## src/rtl/sbu_pkg.sv

```systemverilog
package sbu_pkg;
  localparam logic [3:0] OPC_BRANCH = 4'd8;
  localparam logic [3:0] OPC_ALU    = 4'd7;
  localparam logic [1:0] ALU_SUB_STAGE = 2'd2;

  typedef enum logic [1:0] {
    BK_REL_R0  = 2'd0,
    BK_ABS     = 2'd1,
    BK_REL_STG = 2'd2,
    BK_RSVD    = 2'd3
  } br_kind_e;

  typedef enum logic [1:0] {
    SOP_NONE = 2'd0,
    SOP_ADD  = 2'd1,
    SOP_SUB  = 2'd2,
    SOP_CLR  = 2'd3
  } stg_op_e;

  localparam logic [2:0] CMP_LT = 3'd1;
  localparam logic [2:0] CMP_GT = 3'd2;
  localparam logic [2:0] CMP_EQ = 3'd4;

  localparam logic [2:0] JT_ALWAYS = 3'd0;
  localparam logic [2:0] JT_ZERO   = 3'd1;
  localparam logic [2:0] JT_OVF    = 3'd2;
endpackage

```

## src/rtl/sbu_decode.sv

```systemverilog
module sbu_decode
  import sbu_pkg::*;
(
  input  logic [31:0] insn,
  output logic        is_abs,
  output logic        is_rel_r0,
  output logic        is_rel_stg,
  output stg_op_e     stg_op,
  output logic [14:0] rel_imm,
  output logic [2:0]  rel_cmp,
  output logic [6:0]  rel_mag,
  output logic        rel_back,
  output logic [1:0]  abs_rsel,
  output logic [10:0] abs_addr,
  output logic        abs_from_reg,
  output logic [2:0]  abs_type,
  output logic [15:0] stg_imm
);
  logic [3:0] opc;
  br_kind_e   kind;
  logic       is_br;

  assign opc   = insn[31:28];
  assign kind  = br_kind_e'(insn[27:26]);
  assign is_br = (opc == OPC_BRANCH);

  assign is_abs     = is_br && (kind == BK_ABS);
  assign is_rel_r0  = is_br && (kind == BK_REL_R0);
  assign is_rel_stg = is_br && (kind == BK_REL_STG);

  assign rel_imm  = insn[14:0];
  assign rel_cmp  = insn[17:15];
  assign rel_mag  = insn[24:18];
  assign rel_back = insn[25];

  assign abs_rsel     = insn[1:0];
  assign abs_addr     = insn[12:2];
  assign abs_from_reg = insn[21];
  assign abs_type     = insn[24:22];

  assign stg_imm = insn[19:4];

  always_comb begin
    stg_op = SOP_NONE;
    if (opc == OPC_ALU && insn[27:26] == ALU_SUB_STAGE) begin
      unique case (insn[24:21])
        4'd0:    stg_op = SOP_ADD;
        4'd1:    stg_op = SOP_SUB;
        4'd2:    stg_op = SOP_CLR;
        default: stg_op = SOP_NONE;
      endcase
    end
  end
endmodule

```

## src/rtl/sbu_stage_ctr.sv

```systemverilog
module sbu_stage_ctr
  import sbu_pkg::*;
#(
  parameter int CNT_W = 8
) (
  input  logic             clk,
  input  logic             rst_n,
  input  logic             exec_en,
  input  stg_op_e          op,
  input  logic [CNT_W-1:0] imm,
  output logic [CNT_W-1:0] cnt
);
  logic upd;
  assign upd = exec_en && (op != SOP_NONE);

  always_ff @(posedge clk or negedge rst_n) begin
    if (!rst_n) begin
      cnt <= '0;
    end else if (upd) begin
      unique case (op)
        SOP_ADD: cnt <= cnt + imm;
        SOP_SUB: cnt <= cnt - imm;
        SOP_CLR: cnt <= '0;
        default: cnt <= cnt;
      endcase
    end
  end

  // counter is zero at the first edge after reset release
  assert_reset_zero_R1: assert property (@(posedge clk) disable iff (!rst_n)
    $rose(rst_n) |-> cnt == '0);

  // no retirement of a counter op, no change
  assert_hold_R4: assert property (@(posedge clk) disable iff (!rst_n)
    (!exec_en || op == SOP_NONE) |=> $stable(cnt));

  // a retired clear leaves zero
  assert_clear_R3: assert property (@(posedge clk) disable iff (!rst_n)
    (exec_en && op == SOP_CLR) |=> cnt == '0);
endmodule

```

## src/rtl/sbu_pc_calc.sv

```systemverilog
module sbu_pc_calc
  import sbu_pkg::*;
#(
  parameter int PC_W   = 11,
  parameter int CNT_W  = 8,
  parameter int DATA_W = 16
) (
  input  logic              clk,
  input  logic              rst_n,
  input  logic              is_abs,
  input  logic              is_rel_r0,
  input  logic              is_rel_stg,
  input  logic [14:0]       rel_imm,
  input  logic [2:0]        rel_cmp,
  input  logic [6:0]        rel_mag,
  input  logic              rel_back,
  input  logic [10:0]       abs_addr,
  input  logic              abs_from_reg,
  input  logic [2:0]        abs_type,
  input  logic [PC_W-1:0]   pc,
  input  logic [DATA_W-1:0] r0,
  input  logic [DATA_W-1:0] reg_val,
  input  logic              zero_flag,
  input  logic              ovf_flag,
  input  logic [CNT_W-1:0]  cnt,
  output logic [PC_W-1:0]   next_pc
);
  logic [PC_W-1:0]   pc_inc, rel_tgt, abs_tgt;
  logic [DATA_W-1:0] cmp_a, cmp_b;
  logic              rel_hit, abs_hit;
  logic [DATA_W-PC_W-1:0] unused_reg_hi;

  assign unused_reg_hi = reg_val[DATA_W-1:PC_W];

  function automatic logic cmp_ok(input logic [2:0] code,
                                  input logic [DATA_W-1:0] a,
                                  input logic [DATA_W-1:0] b);
    unique case (code)
      CMP_LT:  return a < b;
      CMP_GT:  return a > b;
      CMP_EQ:  return a == b;
      default: return 1'b0;
    endcase
  endfunction

  assign cmp_a = is_rel_stg ? DATA_W'(cnt) : r0;
  assign cmp_b = is_rel_stg ? DATA_W'(rel_imm[CNT_W-1:0]) : DATA_W'(rel_imm);
  assign rel_hit = cmp_ok(rel_cmp, cmp_a, cmp_b);

  assign pc_inc  = pc + PC_W'(1);
  assign rel_tgt = rel_back ? pc - PC_W'(rel_mag) : pc + PC_W'(rel_mag);
  assign abs_tgt = abs_from_reg ? reg_val[PC_W-1:0] : PC_W'(abs_addr);

  always_comb begin
    unique case (abs_type)
      JT_ALWAYS: abs_hit = 1'b1;
      JT_ZERO:   abs_hit = zero_flag;
      JT_OVF:    abs_hit = ovf_flag;
      default:   abs_hit = 1'b0;
    endcase
  end

  always_comb begin
    next_pc = pc_inc;
    if (is_abs && abs_hit)
      next_pc = abs_tgt;
    else if ((is_rel_r0 || is_rel_stg) && rel_hit)
      next_pc = rel_tgt;
  end

  // anything that is not a decoded branch falls through
  assert_fallthru_R2: assert property (@(posedge clk) disable iff (!rst_n)
    !(is_abs || is_rel_r0 || is_rel_stg) |-> next_pc == PC_W'(pc + 1'b1));

  // relative branches never reach more than 127 words away
  assert_rel_reach_R7: assert property (@(posedge clk) disable iff (!rst_n)
    (is_rel_r0 || is_rel_stg) |->
      (PC_W'(next_pc - pc) <= PC_W'(127) || PC_W'(pc - next_pc) <= PC_W'(127)));

  // an undefined jump type is never taken
  assert_bad_type_R8: assert property (@(posedge clk) disable iff (!rst_n)
    (is_abs && abs_type > 3'd2) |-> next_pc == PC_W'(pc + 1'b1));
endmodule

```

## src/rtl/stage_branch_unit.sv

```systemverilog
module stage_branch_unit
  import sbu_pkg::*;
#(
  parameter int PC_W   = 11,
  parameter int CNT_W  = 8,
  parameter int DATA_W = 16
) (
  input  logic              clk,
  input  logic              rst_n,
  input  logic              exec_en,
  input  logic [31:0]       insn,
  input  logic [PC_W-1:0]   pc,
  input  logic [DATA_W-1:0] r0,
  input  logic [DATA_W-1:0] reg_val,
  input  logic              zero_flag,
  input  logic              ovf_flag,
  output logic [1:0]        jmp_reg_sel,
  output logic [PC_W-1:0]   next_pc,
  output logic [CNT_W-1:0]  stage_cnt
);
  logic        d_abs, d_rel_r0, d_rel_stg, d_back, d_from_reg;
  stg_op_e     d_sop;
  logic [14:0] d_imm;
  logic [2:0]  d_cmp, d_type;
  logic [6:0]  d_mag;
  logic [10:0] d_addr;
  logic [15:0] d_stg_imm;
  logic [15-CNT_W:0] unused_stg_hi;

  assign unused_stg_hi = d_stg_imm[15:CNT_W];

  sbu_decode u_dec (
    .insn(insn), .is_abs(d_abs), .is_rel_r0(d_rel_r0), .is_rel_stg(d_rel_stg),
    .stg_op(d_sop), .rel_imm(d_imm), .rel_cmp(d_cmp), .rel_mag(d_mag),
    .rel_back(d_back), .abs_rsel(jmp_reg_sel), .abs_addr(d_addr),
    .abs_from_reg(d_from_reg), .abs_type(d_type), .stg_imm(d_stg_imm)
  );

  sbu_stage_ctr #(.CNT_W(CNT_W)) u_ctr (
    .clk(clk), .rst_n(rst_n), .exec_en(exec_en), .op(d_sop),
    .imm(d_stg_imm[CNT_W-1:0]), .cnt(stage_cnt)
  );

  sbu_pc_calc #(.PC_W(PC_W), .CNT_W(CNT_W), .DATA_W(DATA_W)) u_pc (
    .clk(clk), .rst_n(rst_n), .is_abs(d_abs), .is_rel_r0(d_rel_r0),
    .is_rel_stg(d_rel_stg), .rel_imm(d_imm), .rel_cmp(d_cmp), .rel_mag(d_mag),
    .rel_back(d_back), .abs_addr(d_addr), .abs_from_reg(d_from_reg),
    .abs_type(d_type), .pc(pc), .r0(r0), .reg_val(reg_val),
    .zero_flag(zero_flag), .ovf_flag(ovf_flag), .cnt(stage_cnt),
    .next_pc(next_pc)
  );

  // the register select pin mirrors the low instruction bits
  assert_rsel_R9: assert property (@(posedge clk) disable iff (!rst_n)
    jmp_reg_sel == insn[1:0]);
endmodule

```

## config.mk

```make
export PLATFORM = sky130hd
export DESIGN_NAME = stage_branch_unit
export DESIGN_NICKNAME = d
export VERILOG_FILES = /design/src/rtl/sbu_pkg.sv /design/src/rtl/sbu_decode.sv /design/src/rtl/sbu_stage_ctr.sv /design/src/rtl/sbu_pc_calc.sv /design/src/rtl/stage_branch_unit.sv
export SDC_FILE = /design/constraint.sdc
export NUM_CORES = 1
export LEC_CHECK = 0
export ABC_AREA = 1
export CAP_MARGIN = 20
export CORE_MARGIN = 8
export CORE_UTILIZATION = 48
export CTS_CLUSTER_SIZE = 28
export DETAILED_ROUTE_END_ITERATION = 6
export MAX_ROUTING_LAYER = met4
export PLACE_DENSITY = 0.95
export SLEW_MARGIN = 20
export SYNTH_ARGS = -nofsm -noshare
export SYNTH_HDL_FRONTEND = slang
export SYNTH_SLANG_ARGS = --single-unit
```

## constraint.sdc

```tcl
create_clock -name clk -period 7.79 [get_ports clk]
set_input_delay 1.558 -clock clk [delete_from_list [all_inputs] [get_ports clk]]
set_output_delay 1.558 -clock clk [all_outputs]
set_load 0.02 [all_outputs]
```

# Word-level counts from Yosys, hierarchy flattened
# Cells that the tools add are included.
# totals
ff_bits	8
output_inout_bits	21
# op_classes
n_addsub	5
order_cmp	2
eq_ne	15
muxes	11
reduce_logical	14
# op_table
cell	n
2-to-1 mux 11 bit	4
case mux 8 bit (3 select lines)	1
== test 16 bit	1
greater-than comparator 16 bit	1
less-than comparator 16 bit	1
2-to-1 mux 16 bit	1
2-to-1 mux 15 bit	1
adder 11 x 1 -> 11 bit (second input constant)	1
adder 11 x 7 -> 11 bit	1
subtractor 11 x 7 -> 11 bit	1
adder 8 bit	1
subtractor 8 bit	1
logical AND 1 bit	7
== test 2 bit (second input constant)	3
== test 3 x 1 -> 1 bit (second input constant)	2
== test 3 x 2 -> 1 bit (second input constant)	2
case mux 1 bit (3 select lines)	2
case mux 2 bit (3 select lines)	1
== test 2 x 1 -> 1 bit (second input constant)	2
== test 4 x 1 -> 1 bit (second input constant)	1
== test 4 x 2 -> 1 bit (second input constant)	1
== test 4 x 3 -> 1 bit (second input constant)	1
== test 4 bit (second input constant)	1
logical NOT 4 bit	1
other kinds (8)	8

# Longest topological paths before layout
# logic_depth
word_depth	8
mapped_depth	32
depth_no_buf	32

# By module
# A second synthesis with hierarchy kept.
# hier_totals
hier_cells	510
hier_area_um2	2992.9
# by_module_without_submodules
module	instances	cells_each	area_per_inst_um2	seq_area_each_um2
sbu_pc_calc	1	302	1609.0	0.0
sbu_stage_ctr	1	125	837.1	200.2
sbu_decode	1	83	546.8	0.0

# Worst setup path after synthesis
# No wires, ideal clock.
# synth_path
kind	input port to output port
startpoint	input insn[27]
endpoint	output next_pc[8]
arrival_time_ps	4763
t_required_ps	6232
slack_ps	1469
stages	26
n_path_buf	1
path_cell_list	inv_1 nor2_4 nand3_2 clkbuf_1 nand2_1 nand2_1 ha_1 nand2_1 inv_1 nand3_1 nor3_1 nand2_1 nand2_1 inv_1 nand2_1 nand3_2 nand2_2 a21oi_1 ha_1 a21oi_1 o21ai_0 a21oi_1 nor2_1 nor2_1 xor2_1 o21ai_0
# synth_between
elab_chain_len	8
word_cells_on_any_way	17
cone_classes	2 x order compare; 3 x eq/ne; 5 x mux; 7 x reduce/logical
# synth_lines
element	line_no	source
start: declaration	stage_branch_unit.sv:11	input logic [31:0] insn,
== test 2 bit	sbu_decode.sv:29	assign is_rel_stg = is_br && (kind == BK_REL_STG);
logical AND 1 bit	sbu_decode.sv:29	
2-to-1 mux 16 bit / 2-to-1 mux 15 bit (equally long branches)	sbu_pc_calc.sv:46, sbu_pc_calc.sv:47	
greater-than comparator 16 bit, or another cell as far along	sbu_pc_calc.sv:40	CMP_GT: return a > b;
case mux 1 bit (3 select lines)	sbu_pc_calc.sv:38	unique case (code)
logical AND 1 bit	sbu_pc_calc.sv:67	else if ((is_rel_r0 || is_rel_stg) && rel_hit)
2-to-1 mux 11 bit	sbu_pc_calc.sv:67	
2-to-1 mux 11 bit (*)	sbu_pc_calc.sv:65	if (is_abs && abs_hit)
end: declaration	stage_branch_unit.sv:18	output logic [PC_W-1:0] next_pc,
# Mark *: on every way between the ends. The rest lies on a longest branch, timed or not.

# Worst setup path after layout
# layout_path
startpoint	input insn[31]
endpoint	output next_pc[5]
# layout_between
elab_chain_len	8
word_cells_on_any_way	15
cone_classes	2 x order compare; 2 x eq/ne; 5 x mux; 6 x reduce/logical
# layout_lines
element	line_no	source
== test 4 bit (*)	sbu_decode.sv:25	assign is_br = (opc == OPC_BRANCH);
logical AND 1 bit	sbu_decode.sv:29	
2-to-1 mux 16 bit / 2-to-1 mux 15 bit (equally long branches)	sbu_pc_calc.sv:46, sbu_pc_calc.sv:47	
greater-than comparator 16 bit, or another cell as far along	sbu_pc_calc.sv:40	
case mux 1 bit (3 select lines)	sbu_pc_calc.sv:38	
logical AND 1 bit	sbu_pc_calc.sv:67	
2-to-1 mux 11 bit	sbu_pc_calc.sv:67	
2-to-1 mux 11 bit (*)	sbu_pc_calc.sv:65	
# Marked as above.

==> reports/results.tsv <==
metric	value	unit
core area	0.00501	mm²
Worst VDD drop	0.0703	mV
MaxCap Viol Count	0	
met2 Usage GRT	38.0	%
top_reg_cell synth	dfrtp_1	
Remaining Overflow, GRT	0	
H-tree depth	1	
largest net degree at the start of global routing	19	
1st-pass router iterations	4	
Pwr Total	268	µW
Multi-input gate area	0.00199	mm²
fin nets	620	
Die Y	87.6	µm
GR peak layer	met2	
setup violators final	0	
Clk pin slew, worst setup/hold paths	0.04	ns
Synth async-reset ratio	100	%
share of cells above drive strength 1	7.57	%
Routed WL per cell	14.1	µm
Synth Warn #	0	
Static Leak	1.87	nW
worst-skew pair later-pin latency	0.23	ns
diode count	0	
Top Family by Delay on Critical Path	buffers and inverters	
Syn Area/Cell	5.98	µm²
HP Class	reg -> reg	
Residual DRC	0	
Synth cell types	43	
Achievable Freq	135	MHz
final period utilization	95.4	%
Post-CTS Setup Bufs	0	
fin area	0.00356	mm²
internal power	161	µW
Sink Count	8	
Antenna Nets Post-Route	0	
Critical Path Most Common Cell	nand2_1	
worst setup path category	in -> out	
RSZ-0062 raised after global routing	no	
measured slew at the worst slew-check pin	0.502	ns
pwr dens	75.3	mW/mm²
crit path DAT	5.88	ns
Mapped Nets	527	
cts hold-fix bufs	0	
Top Ports	101	
RD Place Congestion	1.03	
Tmin final	7.43	ns
register area share after synthesis	8.15	%
Via Count	3048	
first-pass GRT wire length	13000	µm
Rel. slew slack	66.2	%
Final Instance Count excl. Fillers	572	
clock buffer depth	2	
Final TNS setup	0	ns
root buffer selected by CTS	clkbuf_8	
Gate Count Post-Synth	411	
row cnt	26	
Num CTS Buffers	3	
GRT met1 Usage	21.9	%
detailed router's first-iteration violation count	125	
GRT met3 Usage	3.66	%
fillers	427	
Layout area overhead	44.8	%
Sw Share	39.7	%
Cell Area, Placed	0.00348	mm²
Final Max Slew Viols	0	
Final HPWL DP	6960	µm
CTS tree	done	
DR vias/cell	5.33	
Largest stage delay, worst path	0.67	ns
starting density of the core	49.1	%
Seq pwr share	18.2	%
Crit path required time	6.23	ns
CP endpoint kind	output port	
Reg area	200	µm²
vias in the first global route	3089	
Worst Skew	0.00604	ns
routed wire length	8040	µm
Comb power frac	62.9	%
Top reg by flops	u_ctr.cnt	
largest registers	u_ctr.cnt (8)	
switching pwr	106	µW
DIE AREA	0.00767	mm²
run status	finished clean	
Hold Vio Cnt, Final	0	
CP max FO	18	
r2r setup slk	5.68	ns
Worst path slowest cell	clkdlybuf4s50_1	
register bit total from synthesis	8	
initial antenna violation count	0	
Post-synth EDFFs	0	
mapped cell area	0.00246	mm²
Largest register FFs	8	
clock power share	18.9	%
Die X	87.6	µm
CP Buf/Inv Count	7	
GR Util All Layers	21.5	%
crit start category	input pin	
buffers added on ports	95	
Inst Count DP	569	
cell families (layout without fill, tap and decap cells):
kind of cell	count (synthesis)	count (layout)	share of synthesized area, %
compound gates	81	81	19.8
xor+xnor	19	19	6.77
fa+ha+maj	36	36	18.9
buf+inv	77	168	12.1
flops	8	8	8.15
simple gates	190	190	34.2
cell usage in the layout (no fill, tap or decap), types with 2 or more instances in the layout:
master,Yosys,routed
nand3_2,3,2
a21o_1,2,2
fa_1,2,2
nor3_1,6,5
o22ai_1,3,3
a21oi_1,20,19
clkdlybuf4s50_1,0,92
clkbuf_8,0,3
o211ai_1,2,2
o31ai_1,3,3
inv_2,8,9
nor2_4,3,3
nor2_1,26,26
or2_2,2,2
dlymetal6s2s_1,0,3
nand4_1,5,5
nand2_2,2,2
dfrtp_1,8,8
nand2_1,123,123
xor2_1,15,15
inv_1,60,59
a31oi_1,3,3
ha_1,34,34
a211oi_2,0,2
o21ai_0,29,27
xnor2_1,4,4
o21ai_1,6,8
nand2_4,2,2
a21oi_2,2,3
o21ai_2,2,2
nand3_1,14,14
per-stage QoR:
stage / utilization [%] / worst slack, ns / hold WS [ns]
6_report: 71.0 / 0.357 / 0.566
5_1_grt: 71.0 / 0.00148 / 0.601
4_1_cts: 70.2 / 0.0609 / 0.565
3_5_place_dp: 69.4 / 0.0675 / 0.558
3_3_place_gp: 69.4 / 0.203 / 0.539
2_1_floorplan: - / 1.47 / 0.626
worst reg2reg max path, delay by kind of cell (launching register included):
| family | cells | cell delay [ns] |
|---|---|---|
| XOR/XNOR | 1 | 0.13 |
| AO/OA/AOI/OAI | 3 | 0.57 |
| flip-flops | 1 | 0.34 |
| buffers and inverters | 1 | 0.09 |
| AND/OR/NAND/NOR | 2 | 0.20 |
| adder cells (fa/ha/maj) | 2 | 0.65 |
per-layer routing:
| layer | vias to the layer above | share of wire, % |
|---|---|---|
| met2 | 145 | 48 |
| met4 | 0 | 5.5 |
| met3 | 37 | 7.1 |
| met5 | - | 0 |
| li1 | 1517 | - |
| met1 | 1349 | 40 |
Yosys cell counts, types with 4 or more instances:
master      n  share of area [%]
a21oi_1    20                4.1
nand3_1    14                2.9
ha_1       34                 17
nor3_1      6                1.2
inv_1      60                9.2
xnor2_1     4                1.4
xor2_1     15                5.3
dfrtp_1     8                8.1
inv_2       8                1.2
clkbuf_1    5               0.76
o21ai_0    29                5.9
nand4_1     5                1.3
nor2_1     26                4.0
nand2_1   123                 19
o21ai_1     6                1.2
layout make-up:
class / count / area share, %
sequential: 8 / 5.63
multi-input combinational: 326 / 56.0
timing repair buffer: 96 / 27.5
clock buffer: 3 / 1.16
inverter: 69 / 7.28
tap: 70 / 2.46
path summary, 6_finish.rpt:
path,from,endpoint,cells after the start
worst max-delay path,insn[31],next_pc[5],26
min in group asynchronous,rst_n,u_ctr.cnt[0],1
worst max register to register,u_ctr.cnt[0],u_ctr.cnt[6],9
max in group asynchronous,rst_n,u_ctr.cnt[4],1
worst min-delay path,u_ctr.cnt[5],u_ctr.cnt[5],2
worst min register to register,u_ctr.cnt[5],u_ctr.cnt[5],2
timing repair:
item	CTS	global route
endpoints found under the setup margin	0	6
resized for setup	0	12
hold endpoints to repair	0	0
power groups by stage:
stage                     clock network [mW]  registers, mW  logic [mW]
after floorplan                            0         0.0519      0.0842
after global placement                     0         0.0491       0.160
after detailed placement                   0         0.0492       0.165
after CTS                             0.0503         0.0486       0.167
after global routing                  0.0531         0.0489       0.185
final                                 0.0506         0.0487       0.169
(Power assumes the default switching activity.)
